### src/rtl/xlat_pkg.sv
`timescale 1ns/1ps
package xlat_pkg;
    typedef enum logic [1:0] {
        KIND_LOAD  = 2'b00,
        KIND_STORE = 2'b01,
        KIND_FETCH = 2'b10,
        KIND_RSVD  = 2'b11
    } acc_kind_e;

    typedef enum logic [1:0] {
        RIGHTS_RO   = 2'b00,
        RIGHTS_RW   = 2'b01,
        RIGHTS_XO   = 2'b10,
        RIGHTS_NONE = 2'b11
    } rights_e;
endpackage

### src/rtl/xlat_cam_match.sv
`timescale 1ns/1ps
module xlat_cam_match #(
    parameter int N_ENTRIES = 16,
    parameter int VPN_W     = 20,
    localparam int IDX_W    = (N_ENTRIES > 1) ? $clog2(N_ENTRIES) : 1
) (
    input  logic [N_ENTRIES-1:0]            entry_valid,
    input  logic [N_ENTRIES-1:0][VPN_W-1:0] entry_vpn,
    input  logic [VPN_W-1:0]                key,
    output logic [N_ENTRIES-1:0]            match,
    output logic                            any,
    output logic [IDX_W-1:0]                idx
);
    // One comparator per entry.
    for (genvar g = 0; g < N_ENTRIES; g++) begin : g_cmp
        assign match[g] = entry_valid[g] && (entry_vpn[g] == key);
    end

    // Entries are unique, so an OR of the matching indices is the encoded index.
    always_comb begin
        idx = '0;
        for (int i = 0; i < N_ENTRIES; i++) begin
            if (match[i]) idx = idx | IDX_W'(i);
        end
    end

    assign any = |match;
endmodule

### src/rtl/xlat_rights_check.sv
`timescale 1ns/1ps
module xlat_rights_check
    import xlat_pkg::*;
(
    input  logic [1:0] kind,
    input  logic [1:0] rights,
    output logic       allow,
    output logic       store_deny
);
    always_comb begin
        unique case (acc_kind_e'(kind))
            KIND_LOAD:  allow = (rights == RIGHTS_RO) || (rights == RIGHTS_RW);
            KIND_STORE: allow = (rights == RIGHTS_RW);
            KIND_FETCH: allow = (rights == RIGHTS_XO);
            default:    allow = 1'b0;
        endcase
        store_deny = (kind == KIND_STORE) && !allow;
    end
endmodule

### src/rtl/xlat_rr_victim.sv
`timescale 1ns/1ps
module xlat_rr_victim #(
    parameter int N_ENTRIES = 16,
    localparam int IDX_W    = (N_ENTRIES > 1) ? $clog2(N_ENTRIES) : 1
) (
    input  logic             clk,
    input  logic             rst_n,
    input  logic             advance,
    output logic [IDX_W-1:0] ptr
);
    logic [IDX_W-1:0] ptr_d, ptr_q;

    always_comb begin
        ptr_d = ptr_q;
        if (advance) begin
            ptr_d = (ptr_q == IDX_W'(N_ENTRIES - 1)) ? '0 : ptr_q + 1'b1;
        end
    end

    always_ff @(posedge clk) begin
        if (!rst_n) ptr_q <= '0;
        else        ptr_q <= ptr_d;
    end

    assign ptr = ptr_q;


    rr_step_chk: assert property (@(posedge clk) disable iff (!rst_n)
        advance |=> ptr_q == (($past(ptr_q) == IDX_W'(N_ENTRIES - 1)) ? '0 : $past(ptr_q) + 1'b1));


    rr_hold_chk: assert property (@(posedge clk) disable iff (!rst_n)
        !advance |=> $stable(ptr_q));
endmodule

### src/rtl/xlat_buffer.sv
`timescale 1ns/1ps
module xlat_buffer
    import xlat_pkg::*;
#(
    parameter int N_ENTRIES = 16,
    parameter int VA_W      = 32,
    parameter int PA_W      = 32,
    parameter int OFF_W     = 12,
    localparam int VPN_W    = VA_W - OFF_W,
    localparam int PPN_W    = PA_W - OFF_W,
    localparam int IDX_W    = (N_ENTRIES > 1) ? $clog2(N_ENTRIES) : 1
) (
    input  logic             clk,
    input  logic             rst_n,
    input  logic             lk_valid,
    input  logic [VA_W-1:0]  lk_vaddr,
    input  logic [1:0]       lk_kind,
    input  logic             fill_valid,
    input  logic [VPN_W-1:0] fill_vpn,
    input  logic [PPN_W-1:0] fill_ppn,
    input  logic [1:0]       fill_rights,
    input  logic             flush,
    output logic             rsp_valid,
    output logic             rsp_hit,
    output logic             rsp_miss,
    output logic             rsp_prot_fault,
    output logic             rsp_wr_fault,
    output logic [PA_W-1:0]  rsp_paddr,
    output logic             rsp_ref,
    output logic             rsp_dirty
);
    typedef struct packed {
        logic [N_ENTRIES-1:0]            valid;
        logic [N_ENTRIES-1:0]            refd;
        logic [N_ENTRIES-1:0]            dirty;
        logic [N_ENTRIES-1:0][1:0]       rights;
        logic [N_ENTRIES-1:0][PPN_W-1:0] ppn;
        logic [N_ENTRIES-1:0][VPN_W-1:0] vpn;
    } tbl_t;

    typedef struct packed {
        logic            valid;
        logic [VA_W-1:0] vaddr;
        logic [1:0]      kind;
    } req_t;

    tbl_t tbl_d, tbl_q;
    req_t req_d, req_q;

    logic [N_ENTRIES-1:0] lk_match, fl_match;
    logic                 lk_any, fl_any;
    logic [IDX_W-1:0]     lk_idx, fl_idx, rr_ptr, fill_slot;
    logic                 rr_adv, acc_ok, store_deny;
    logic [1:0]           sel_rights;
    logic [VPN_W-1:0]     req_vpn;

    assign req_vpn    = req_q.vaddr[VA_W-1:OFF_W];
    assign sel_rights = tbl_q.rights[lk_idx];

    xlat_cam_match #(.N_ENTRIES(N_ENTRIES), .VPN_W(VPN_W)) u_lk_cam (
        .entry_valid (tbl_q.valid),
        .entry_vpn   (tbl_q.vpn),
        .key         (req_vpn),
        .match       (lk_match),
        .any         (lk_any),
        .idx         (lk_idx)
    );

    xlat_cam_match #(.N_ENTRIES(N_ENTRIES), .VPN_W(VPN_W)) u_fill_cam (
        .entry_valid (tbl_q.valid),
        .entry_vpn   (tbl_q.vpn),
        .key         (fill_vpn),
        .match       (fl_match),
        .any         (fl_any),
        .idx         (fl_idx)
    );

    xlat_rights_check u_rights (
        .kind       (req_q.kind),
        .rights     (sel_rights),
        .allow      (acc_ok),
        .store_deny (store_deny)
    );

    xlat_rr_victim #(.N_ENTRIES(N_ENTRIES)) u_victim (
        .clk     (clk),
        .rst_n   (rst_n),
        .advance (rr_adv),
        .ptr     (rr_ptr)
    );

    // Next-state: flag update from the answered lookup, then fill, then flush.
    always_comb begin
        req_d.valid = lk_valid;
        req_d.vaddr = lk_vaddr;
        req_d.kind  = lk_kind;

        tbl_d     = tbl_q;
        rr_adv    = 1'b0;
        fill_slot = fl_any ? fl_idx : rr_ptr;

        if (req_q.valid && lk_any && acc_ok) begin
            tbl_d.refd[lk_idx] = 1'b1;
            if (req_q.kind == KIND_STORE) tbl_d.dirty[lk_idx] = 1'b1;
        end

        if (flush) begin
            tbl_d.valid = '0;
        end else if (fill_valid) begin
            rr_adv                  = !fl_any;
            tbl_d.valid[fill_slot]  = 1'b1;
            tbl_d.refd[fill_slot]   = 1'b0;
            tbl_d.dirty[fill_slot]  = 1'b0;
            tbl_d.rights[fill_slot] = fill_rights;
            tbl_d.ppn[fill_slot]    = fill_ppn;
            tbl_d.vpn[fill_slot]    = fill_vpn;
        end
    end

    always_ff @(posedge clk) begin
        if (!rst_n) begin
            tbl_q <= '0;
            req_q <= '0;
        end else begin
            tbl_q <= tbl_d;
            req_q <= req_d;
        end
    end

    assign rsp_valid      = req_q.valid;
    assign rsp_hit        = req_q.valid && lk_any && acc_ok;
    assign rsp_miss       = req_q.valid && !lk_any;
    assign rsp_prot_fault = req_q.valid && lk_any && !acc_ok;
    assign rsp_wr_fault   = req_q.valid && lk_any && store_deny;
    assign rsp_paddr      = rsp_hit ? {tbl_q.ppn[lk_idx], req_q.vaddr[OFF_W-1:0]} : '0;
    assign rsp_ref        = req_q.valid && lk_any && tbl_q.refd[lk_idx];
    assign rsp_dirty      = req_q.valid && lk_any && tbl_q.dirty[lk_idx];


    lookup_lat_chk: assert property (@(posedge clk) disable iff (!rst_n)
        lk_valid |=> rsp_valid);


    idle_rsp_chk: assert property (@(posedge clk) disable iff (!rst_n)
        !lk_valid |=> !rsp_valid);


    wr_fault_chk: assert property (@(posedge clk) disable iff (!rst_n)
        rsp_wr_fault |-> rsp_prot_fault);


    paddr_zero_chk: assert property (@(posedge clk) disable iff (!rst_n)
        !rsp_hit |-> rsp_paddr == '0);


    single_match_chk: assert property (@(posedge clk) disable iff (!rst_n)
        $onehot0(lk_match));


    flush_clear_chk: assert property (@(posedge clk) disable iff (!rst_n)
        flush |=> tbl_q.valid == '0);


    dirty_set_chk: assert property (@(posedge clk) disable iff (!rst_n)
        (rsp_hit && req_q.kind == KIND_STORE && !flush && !(fill_valid && fill_slot == lk_idx))
        |=> tbl_q.dirty[$past(lk_idx)]);
endmodule

### config.mk
export PLATFORM = sky130hd
export DESIGN_NAME = xlat_buffer
export DESIGN_NICKNAME = d
export VERILOG_FILES = /design/src/rtl/xlat_pkg.sv /design/src/rtl/xlat_cam_match.sv /design/src/rtl/xlat_rights_check.sv /design/src/rtl/xlat_rr_victim.sv /design/src/rtl/xlat_buffer.sv
export SDC_FILE = /design/constraint.sdc
export NUM_CORES = 2
export LEC_CHECK = 0
export ABC_CLOCK_PERIOD_IN_PS = 8200
export BUFFER_PORTS_ARGS = -buffer_cell sky130_fd_sc_hd__buf_4
export CORE_ASPECT_RATIO = 1.5
export CORE_MARGIN = 10
export CORE_UTILIZATION = 68
export CTS_BUF_LIST = sky130_fd_sc_hd__clkbuf_4 sky130_fd_sc_hd__clkbuf_8 sky130_fd_sc_hd__clkbuf_16
export CTS_CLUSTER_DIAMETER = 200
export DETAILED_ROUTE_END_ITERATION = 6
export HOLD_SLACK_MARGIN = 0.06
export PLACE_DENSITY = 0.86
export RECOVER_POWER = 100
export SLEW_MARGIN = 10
export SYNTH_ARGS = -nofsm -noshare
export SYNTH_HDL_FRONTEND = slang
export SYNTH_SLANG_ARGS = --single-unit
### constraint.sdc
create_clock -name clk -period 8.2 [get_ports clk]
set_input_delay 0.82 -clock clk [delete_from_list [all_inputs] [get_ports clk]]
set_output_delay 0.82 -clock clk [all_outputs]
set_load 0.02 [all_outputs]
==> key figures <==
Detailed routing
  – DR vias: between 30000 and 40000
  – Drt wl/cell: 24.7 um
  – Detailed-route DRC error count: 0
  – Vias/cell: approximately 6.4
  – Drt initial violations: about 3200
  – Drt total wl: ~120000 um
  – Pre-antenna DRT Iters: 5
  – DRT antenna net count: 0

Power
  – Sequential Power Share: 0.474
  – Sw power: between 1.5 and 2 mW
  – Sw frac: 0.248
  – LEAKAGE: about 16 nW
  – Total power draw: 7.91 mW
  – Max IR drop VDD: between 0.2 and 0.3 mV
  – PD cells: roughly 190 nW/um2
  – Clk pwr share: 0.448
  – Part of the power in combinational logic: 0.078
  – Internal power: 5.95 mW

Die
  – Core area: between 50000 and 60000 um2
  – Initial core utilization: 0.686
  – Row cnt: about 110
  – Die area: approximately 70000 um2
  – DIE WIDTH: roughly 220 um
  – Die Span Y: around 320 um
  – I/O pins: 120

Placement
  – GP Congestion: slightly below 1
  – Port bufs: approximately 120
  – Dpl cells: 4865
  – Setup WS pre-CTS: 1.73 ns
  – Detailed placement HPWL: 76700 um
  – DP Area: ~40000 um2

CTS
  – Longest Clk Path Bufs: 3
  – Setup bufs post-CTS: 0
  – Cts bufs inserted: 72
  – CTS sink count: about 760
  – CTS tree: done
  – Hold Buf Count CTS: 0
  – Clk_lat worst skew: 0.65 ns
  – H-tree Lvls: 3
  – Root Driver: clkbuf_16
  – # resized after CTS: 0
  – Clock slew at reported path FFs: roughly 0.070 ns

Global routing
  – GR Overflow Total: 0
  – Global-route wire length before repair: between 150000 and 200000 um
  – Initial antenna violation count: 2
  – Largest net degree at the start of global routing: approximately 210
  – Total Routing Usage GR: 0.347
  – Vias in the first global route: approximately 32000

Run status
  – Failing checks: capacitance limit, slew limit
  – Status: finished, violations left

Critical path
  – Slowest-stage cell, CP: clkbuf_1
  – WP data arrival: about 8.1 ns
  – Crit path launch type: primary input
  – Worst path cell trace: clkbuf_1 > xnor2_1 > nand4_1 > nor4_1 > a22oi_1 > nand4_1 > o21a_1 > nor2b_1 > nand2b_1 > nor2_2 > clkbuf_2 > mux2i_1 > nor2_1
  – CP most frequent cell: nand4_1
  – Slowest Stage Delay on Critical Path: just over 2 ns
  – Worst Setup Path Type: in -> reg
  – CP delay by family, top: simple AND/OR/NAND/NOR gates
  – CP bufs+invs: 2
  – Setup crit end kind: flip-flop
  – Critical-path maximum fanout: 32
  – Worst Path Required: roughly 8.6 ns

Synthesis
  – Post-synthesis mux area share: 0.197
  – Synth Area in Compound Gates: 0.0499
  – Post-Synthesis Cells: 4298
  – Post-synthesis adder-cell area fraction: 0.000315
  – Yosys reg bits: approximately 760
  – Post-synth top flop: dfxtp_1
  – Post-synth top cells: 773 x mux2i_1, 759 x dfxtp_1, 738 x nor2_1
  – Count of cell types in the netlist: 72
  – Ys async rst share: 0
  – Seq/Total Area, Yosys: 0.383
  – Synthesized-area fraction occupied by and/or/nand/nor cells: 0.171
  – Synth Area per Inst: around 9.2 um2
  – Top cells by area, synth: dfxtp_1 38%, mux2i_1 20%, xnor2_1 10%
  – Post-synth top area cell: dfxtp_1
  – Share of the synthesized area in the top cell type: 0.383
  – Most frequent cell after synthesis: mux2i_1
  – Largest family of logic cells by synthesized area: multiplexers
  – Syn Nets: 4380
  – Cell area after synthesis: between 30000 and 40000 um2
  – Syn. warnings: 0
  – Number of synthesized flops with an enable pin: 0
  – Synth Area in XOR/XNOR: 0.144

Layout
  – Final net count: between 4000 and 5000
  – Final Instance Count excl. Fillers: between 4000 and 5000
  – Layout fillers: around 4400
  – Share of cells above drive strength 1: 0.0739
  – Final Cell Area: 42200 um2
  – Area Growth Syn to Fin: 6.41%

STA
  – Pins Over Slew Limit: between 1000 and 1500
  – Achievable frequency: roughly 130 MHz
  – Post-route worst setup slack: 0.474 ns
  – Worst-Margin Slew: between 4 and 5 ns
  – Clock skew: ~0.024 ns
  – Crit share post-route: 0.942
  – Final Hold Viols: 0
  – RSZ-0062 raised after global routing: no
  – Setup_tns: 0 ns
  – # setup viols final: 0
  – Rel. slew slack: -1.68
  – Min cycle time layout: 7.73 ns

Flow run
  – Max Cap Viol: 19

Hold path
  – HP Class: in -> reg
[worst paths after layout]
check,from,end,slack [ns],cells past startpoint
worst max-delay path,fill_vpn[5],flip-flop,0.47,13
worst min-delay path,lk_vaddr[7],req_q[9],0.38,2
worst max register to register,flip-flop,flip-flop,2.32,12
worst min register to register,tbl_q[698],tbl_q[698],0.45,2
[layer usage]
metal  GRT usage  part of all wire  vias up
li1            -                 -    14400
met1       0.383              0.37    15500
met2       0.584              0.48     1527
met3      0.0610             0.074      599
met4       0.272             0.083        2
met5           0           0.00011        -
[cells by family after synthesis]
family	after synthesis
and+or+nand+nor	1393
muxes	779
DFF	759
xor gates and xnor gates	647
buffers and inverters	410
AOI/OAI and AO/OA	309
adders and majority gates	1
[power groups by stage]
stage | clock network (mW) | registers (mW) | logic [mW]
after detailed placement | 0 | 3.83 | 0.597
after CTS | 3.55 | 3.75 | 0.602
after global routing | 3.69 | 3.75 | 0.648
after global placement | 0 | 3.83 | 0.594
after floorplan | 0 | 3.81 | 0.455
final | 3.55 | 3.75 | 0.614
[metrics by stage]
| step | hold WS (ns) | util |
|---|---|---|
| after floorplan | 0.417 | - |
| after global placement | 0.430 | 0.692 |
| after CTS | 0.363 | 0.735 |
| after detailed placement | 0.442 | 0.692 |
| final | 0.379 | 0.730 |
| after global routing | 0.383 | 0.730 |
[final cells by class]
class | instances | area, um2 | area share
Sequential cell | 759 | 15200 | 0.360
Timing Repair Buffer | 174 | 1240 | 0.0293
Clock inverter | 33 | 455 | 0.0108
Multi-Input combinational cell | 3129 | 22200 | 0.526
Clock buffer | 93 | 2030 | 0.0482
Inverter | 33 | 124 | 0.00293
Tap cell | 770 | 963 | 0.0228
Antenna cell | 1 | 2.50 | 0.0000593
[layout by cell type (no fill, tap or decap), drive strengths merged, types with 65 or more instances in the layout]
| cell | Yosys | layout |
|---|---|---|
| mux2i | 773 | 773 |
| dfxtp | 759 | 759 |
| nor2 | 740 | 740 |
| xnor2 | 473 | 473 |
| xor2 | 174 | 174 |
| nand4 | 148 | 148 |
| buf | 226 | 146 |
| clkbuf | 151 | 121 |
| a21oi | 105 | 105 |
| nor2b | 88 | 88 |
| a211oi | 87 | 87 |
| nor4 | 85 | 85 |
| nand2 | 71 | 71 |
| nand3 | 65 | 65 |
(Power assumes the default switching activity.)
